==> config.mk <==
export PLATFORM = sky130hd
export DESIGN_NAME = tick_watchdog
export DESIGN_NICKNAME = d
export VERILOG_FILES = /design/src/rtl/wdt_pkg.sv /design/src/rtl/wdt_tick_sel.sv /design/src/rtl/wdt_regs.sv /design/src/rtl/wdt_counter.sv /design/src/rtl/tick_watchdog.sv
export SDC_FILE = /design/constraint.sdc
export NUM_CORES = 1
export LEC_CHECK = 0
export BUFFER_PORTS_ARGS = -buffer_cell sky130_fd_sc_hd__buf_2
export CAP_MARGIN = 20
export CORE_MARGIN = 10
export CORE_UTILIZATION = 35
export CTS_BUF_LIST = sky130_fd_sc_hd__clkbuf_4 sky130_fd_sc_hd__clkbuf_8
export DETAILED_ROUTE_END_ITERATION = 16
export GPL_ROUTABILITY_DRIVEN = 0
export GPL_TIMING_DRIVEN = 0
export PLACE_DENSITY = 0.67
export RECOVER_POWER = 100
export SYNTH_ARGS = -nofsm -noshare
export SYNTH_HDL_FRONTEND = slang
export SYNTH_HIERARCHICAL = 1
export SYNTH_SLANG_ARGS = --single-unit
==> constraint.sdc <==
create_clock -name clk -period 7.2 [get_ports clk]
set_input_delay 1.44 -clock clk [delete_from_list [all_inputs] [get_ports clk]]
set_output_delay 1.44 -clock clk [all_outputs]
set_load 0.05 [all_outputs]
==> src/rtl/wdt_pkg.sv <==
package wdt_pkg;

    localparam int ADDR_W = 32;
    localparam int DATA_W = 32;
    localparam int CNT_W  = 16;

    // setup-space offsets
    localparam logic [ADDR_W-1:0] OFS_CFG = 32'h0;
    localparam logic [ADDR_W-1:0] OFS_WIN = 32'h4;
    // run-time window offsets (low three address bits)
    localparam logic [2:0] OFS_CTL = 3'd0;
    localparam logic [2:0] OFS_RLD = 3'd4;

    localparam int BASE_W = ADDR_W - 3;

    typedef enum logic [1:0] {
        RATE_FAST0 = 2'b00,
        RATE_FAST1 = 2'b01,
        RATE_FAST2 = 2'b10,
        RATE_SLOW  = 2'b11
    } rate_e;

    typedef struct packed {
        rate_e rate;
        logic  off;
    } cfg_t;

    typedef struct packed {
        logic              en;
        logic [BASE_W-1:0] base;
    } win_t;

    typedef struct packed {
        logic off;
        logic pwr;
        logic run;
    } ctl_t;

    typedef enum logic [1:0] {
        EXP_NONE = 2'b00,
        EXP_RST  = 2'b01,
        EXP_PWR  = 2'b10
    } expiry_e;

    function automatic logic rate_is_slow(input rate_e r);
        return r == RATE_SLOW;
    endfunction

    function automatic logic [DATA_W-1:0] pack_cfg(input cfg_t c);
        return {{(DATA_W-3){1'b0}}, c.rate, c.off};
    endfunction

    function automatic logic [DATA_W-1:0] pack_win(input win_t w);
        return {w.base, 2'b00, w.en};
    endfunction

    function automatic logic [DATA_W-1:0] pack_ctl(input ctl_t c);
        return {{(DATA_W-4){1'b0}}, c.off, c.pwr, 1'b0, c.run};
    endfunction

endpackage

==> src/rtl/wdt_tick_sel.sv <==
module wdt_tick_sel
    import wdt_pkg::*;
(
    input  rate_e rate,
    input  logic  tick_fast,
    input  logic  tick_slow,
    output logic  tick
);
    always_comb begin
        if (rate_is_slow(rate))
            tick = tick_slow;
        else
            tick = tick_fast;
    end
endmodule

==> src/rtl/wdt_regs.sv <==
module wdt_regs
    import wdt_pkg::*;
(
    input  logic              clk,
    input  logic              rst,
    input  logic              bus_space,
    input  logic              bus_wr,
    input  logic              bus_rd,
    input  logic [ADDR_W-1:0] bus_addr,
    input  logic [DATA_W-1:0] bus_wdata,
    output logic [DATA_W-1:0] bus_rdata,
    output cfg_t              cfg_q,
    output ctl_t              ctl_q,
    output logic [CNT_W-1:0]  reload_q,
    output logic              load
);
    win_t win_q;

    logic cfg_hit, win_hit, in_window, ctl_hit, rld_hit;

    always_comb begin
        cfg_hit   = bus_space && (bus_addr == OFS_CFG);
        win_hit   = bus_space && (bus_addr == OFS_WIN);
        in_window = !bus_space && win_q.en && (bus_addr[ADDR_W-1:3] == win_q.base);
        ctl_hit   = in_window && (bus_addr[2:0] == OFS_CTL);
        rld_hit   = in_window && (bus_addr[2:0] == OFS_RLD);
        load      = bus_wr && ctl_hit && bus_wdata[7];
    end

    always_ff @(posedge clk) begin
        if (rst) begin
            cfg_q    <= '{rate: RATE_FAST0, off: 1'b1};
            win_q    <= '0;
            ctl_q    <= '0;
            reload_q <= '0;
        end else if (bus_wr) begin
            if (cfg_hit) begin
                cfg_q.off  <= bus_wdata[0];
                cfg_q.rate <= rate_e'(bus_wdata[2:1]);
            end
            if (win_hit) begin
                win_q.en   <= bus_wdata[0];
                win_q.base <= bus_wdata[DATA_W-1:3];
            end
            if (ctl_hit) begin
                ctl_q.run <= bus_wdata[0];
                ctl_q.pwr <= bus_wdata[2];
                ctl_q.off <= bus_wdata[3];
            end
            if (rld_hit)
                reload_q <= bus_wdata[CNT_W-1:0];
        end
    end

    always_comb begin
        bus_rdata = '0;
        if (bus_rd) begin
            if (cfg_hit)      bus_rdata = pack_cfg(cfg_q);
            else if (win_hit) bus_rdata = pack_win(win_q);
            else if (ctl_hit) bus_rdata = pack_ctl(ctl_q);
            else if (rld_hit) bus_rdata = {{(DATA_W-CNT_W){1'b0}}, reload_q};
        end
    end
endmodule

==> src/rtl/wdt_counter.sv <==
module wdt_counter
    import wdt_pkg::*;
(
    input  logic             clk,
    input  logic             rst,
    input  logic             load,
    input  logic [CNT_W-1:0] load_val,
    input  logic             run_ok,
    input  logic             tick,
    input  logic             pwr_sel,
    output logic [CNT_W-1:0] cnt_q,
    output logic             armed_q,
    output expiry_e          exp_q
);
    localparam logic [CNT_W-1:0] ONE = CNT_W'(1);

    logic step;
    assign step = armed_q && run_ok && tick;

    always_ff @(posedge clk) begin
        if (rst) begin
            cnt_q   <= '0;
            armed_q <= 1'b0;
            exp_q   <= EXP_NONE;
        end else begin
            exp_q <= EXP_NONE;
            if (load) begin
                cnt_q   <= load_val;
                armed_q <= 1'b1;
            end else if (step) begin
                if (cnt_q <= ONE) begin
                    cnt_q   <= '0;
                    armed_q <= 1'b0;
                    exp_q   <= pwr_sel ? EXP_PWR : EXP_RST;
                end else begin
                    cnt_q <= cnt_q - ONE;
                end
            end
        end
    end
endmodule

==> src/rtl/tick_watchdog.sv <==
module tick_watchdog
    import wdt_pkg::*;
(
    input  logic              clk,
    input  logic              rst,
    input  logic              bus_space,
    input  logic              bus_wr,
    input  logic              bus_rd,
    input  logic [ADDR_W-1:0] bus_addr,
    input  logic [DATA_W-1:0] bus_wdata,
    output logic [DATA_W-1:0] bus_rdata,
    input  logic              tick_fast,
    input  logic              tick_slow,
    output logic              sys_rst_pulse,
    output logic              pwr_off_pulse
);
    cfg_t             cfg_q;
    ctl_t             ctl_q;
    logic [CNT_W-1:0] reload_q;
    logic             load;
    logic             tick;
    logic             run_ok;
    logic [CNT_W-1:0] cnt_q;
    logic             armed_q;
    expiry_e          exp_q;

    wdt_regs u_regs (
        .clk       (clk),
        .rst       (rst),
        .bus_space (bus_space),
        .bus_wr    (bus_wr),
        .bus_rd    (bus_rd),
        .bus_addr  (bus_addr),
        .bus_wdata (bus_wdata),
        .bus_rdata (bus_rdata),
        .cfg_q     (cfg_q),
        .ctl_q     (ctl_q),
        .reload_q  (reload_q),
        .load      (load)
    );

    wdt_tick_sel u_tsel (
        .rate      (cfg_q.rate),
        .tick_fast (tick_fast),
        .tick_slow (tick_slow),
        .tick      (tick)
    );

    assign run_ok = !cfg_q.off && !ctl_q.off && ctl_q.run;

    wdt_counter u_cnt (
        .clk      (clk),
        .rst      (rst),
        .load     (load),
        .load_val (reload_q),
        .run_ok   (run_ok),
        .tick     (tick),
        .pwr_sel  (ctl_q.pwr),
        .cnt_q    (cnt_q),
        .armed_q  (armed_q),
        .exp_q    (exp_q)
    );

    assign sys_rst_pulse = (exp_q == EXP_RST);
    assign pwr_off_pulse = (exp_q == EXP_PWR);
endmodule

==> out/results.txt <==
Reg2reg setup slack = 4.10 ns
Clock tree root buffer cell = clkbuf_8
Final worst-path cycle share = 79.7%
Total GRT Usage = 16.6%
Pin count of the biggest net entering global routing = 13
Fmax = 174 MHz
Via Count = 4407
Syn Nets = 577
Worst-skew pair later-pin latency = 0.36 ns
Sequential area share after synthesis = 32.7%
Area grow syn2layout = 19.3%
Number of CTS-inserted buffers = 9
Worst path max stage delay = 0.52 ns
Worst hold path depth = 2
Rows = 40
LEAKAGE = 1.92 nW
Core ar. = 12100 sq um
CP startpoint = bus_addr[5]
TritonCTS clock tree = yes
Post-synth EDFFs = 0
Mapped Cells = 504
Antenna violations before repair = 0
FF+latch count, synth = 71
Max Cap Viol = 0
DR iter-0 viols = 440
Critical path arrival = 4.30 ns
Worst path cell trace = clkbuf_1, nor4_1, nand4_1, nor3_1, clkbuf_1, clkbuf_1, nand2_1, a21oi_1, clkbuf_1
Peak VDD IR = 0.0668 mV
Post-synthesis cell area = 4350 sq um
HPWL reported at the end of detailed placement = 11700 um
Die area = 17300 sq um
Layout Nets = 691
YS warnings = 6
Clk_skew = 0.0103 ns
Path category of the worst min-delay check = register to register
Clk sink count = 71
Max-slew headroom = 41.6%
Yosys cell types = 60
Vias in the first global route = 4494
Clock Pin Slew Worst Setup and Hold Paths = 0.08 ns
Ys flop type = dfxtp_1
Vert. Die Dim = 131 um
N_diodes = 0
Drt drc = 0
Layout cells sized above 1 = 18.8%
Crit path required time = 5.76 ns
Unrepaired setup endpoints after global routing = no
Post-synth top area share = 32.7%
Crit end category = primary output
Final WL = 14800 um
H-tree lvl count = 3
Total negative slack = 0 ns
Slowest stage cell, crit path = clkbuf_1
Area leader, netlist = dfxtp_1
Hold Crit Start = u_regs/reload_q[13]
CP startpoint kind = input pin
Global route overflow = 0
Initial Utilization = 35.9%
R2r endpoint = u_cnt/cnt_q[15]
Area contributors post-synth = dfxtp_1, mux2i_1, xor2_1
Fin. max-slew vios = 0
WL/cell = 18.6 um
Antenna viol nets, final = 0
Die X = 131 um
Register-to-Register Path Depth = 9
Worst Tran Pin Value = 0.868 ns
Fin. Hold Viols = 0
Final Setup Violations = 0
Util after Layout = 42.8%
Mean Syn Cell Area = 8.62 sq um
Cell Pwr Density = 159 nW/um^2
Drt pass-1 iters = 6
CP endpoint = bus_rdata[15]
Async SR Flop Fraction = 0%
Tmin final = 5.74 ns
Sequential Area = 1420 sq um
Clock buffer depth = 2
CP Class = input pin to primary output
Status = complete, no violations
IO buf count = 103
Fillers = 1292
Multi-input logic area = 2640 sq um
Crit-path max FO = 10
First-pass GRT wire length = 23800 um
Vias/cell = 5.57
Setup Fix Bufs, Post-CTS = 0
I/O Pins = 105
Resize count post-CTS = 0
RR Startpoint = u_regs/win_q[20]
Cts hold-fix bufs = 0
Top cell by count, worst path = clkbuf_1
worst min-delay path by stage:
stage / slack, ns / endpoint
after floorplan: 0.44 / u_cnt/cnt_q[9]
after global placement: 0.48 / u_regs/ctl_q[0]
after detailed placement: 0.48 / u_cnt/cnt_q[11]
after CTS: 0.49 / u_cnt/cnt_q[11]
after global routing: 0.53 / u_regs/reload_q[2]
final: 0.50 / u_regs/reload_q[13]
where the power goes:
group          leakage [nW]  internal [W]   total, W       switching [W]
logic                  1.23     0.0000224  0.0000596           0.0000371
registers             0.572      0.000392   0.000392  0.0000000000000171
clock network         0.112      0.000213   0.000373            0.000160
total                  1.92      0.000628   0.000825            0.000197
stage by stage:
step	area, sq um	std cells	hold WS, ns	power, W	setup slack, ns
6_report	5180	791	0.503	0.000825	1.46
5_1_grt	5180	791	0.528	0.000856	1.21
4_1_cts	5300	791	0.489	0.000832	2.05
3_5_place_dp	5070	775	0.475	0.000462	2.06
3_3_place_gp	5070	775	0.477	0.000461	2.10
2_1_floorplan	4350	504	0.439	0.000425	2.27
kinds of logic (layout without fill, tap and decap cells):
group	Yosys count	count (layout)	share of synthesized area [%]
AO/OA/AOI/OAI	110	110	16.5
XOR/XNOR	35	35	7.05
adder cells (fa/ha/maj)	2	2	0.576
buffers and inverters	52	171	5.47
flip-flops	71	71	32.7
multiplexers	33	33	7.71
AND/OR/NAND/NOR	201	201	30.0
cell usage in the layout (no fill, tap or decap), types with 5 or more instances in the layout:
master     n
nor3_1     5
clkbuf_8  11
nor2_1    52
nand4_1   25
o21ai_0    8
a21oi_1   40
clkbuf_1  63
and3_1    19
nand2_1   30
dfxtp_1   71
nor4_2     7
xor2_1    31
mux2i_1   32
nand3_1    7
o31ai_1   31
buf_2     77
nor4_1     9
or4_1     14
inv_1     13
cell usage after synthesis (all sizes together), types with 2 or more instances:
| library cell | number |
|---|---|
| dfxtp | 71 |
| nor2 | 53 |
| a21oi | 40 |
| mux2i | 32 |
| o31ai | 31 |
| xor2 | 31 |
| nand2 | 30 |
| nand4 | 27 |
| clkbuf | 24 |
| nor4 | 20 |
| and3 | 19 |
| buf | 15 |
| or4 | 14 |
| inv | 13 |
| o21ai | 12 |
| nand3 | 8 |
| and4 | 5 |
| nor3 | 5 |
| a22oi | 4 |
| or3 | 4 |
| xnor2 | 4 |
| a221oi | 3 |
| a222oi | 3 |
| a22o | 3 |
| nor2b | 3 |
| a21boi | 2 |
| and2 | 2 |
| and2b | 2 |
| ha | 2 |
| nand2b | 2 |
| nand4b | 2 |
| nor3b | 2 |
| nor4b | 2 |
| o22ai | 2 |
worst max-delay path, delay by kind of cell:
kind                   cells  cell delay [ns]
AO/OA/AOI/OAI              1             0.21
AND/OR/NAND/NOR            4             1.26
buffers and inverters      4             1.38
registers in the layout, indices dropped and copies added (netlist names):
name and count:
u_regs/win_q 30, u_cnt/cnt_q 16, u_regs/reload_q 16, u_regs/cfg_q 3
u_regs/ctl_q 3, u_cnt/exp_q 2, u_cnt/armed_q 1
routing by layer:
metal | share of wire, % | track usage [%] | vias to the layer above
met5 | 0 | 0 | -
met4 | 1.7 | 5.81 | 0
met3 | 8.0 | 4.76 | 24
met2 | 48 | 27.8 | 210
met1 | 43 | 19.8 | 2072
li1 | - | - | 2101
cell type report:
class / count / share of cell area [%]
clock buffer: 11 / 2.92
timing repair buffer: 103 / 9.17
clock inverter: 5 / 1.54
sequential: 71 / 27.4
tap: 168 / 4.06
multi-input combinational: 381 / 50.8
inverter: 13 / 0.941
buffer: 39 / 3.11
(Power assumes the default switching activity.)
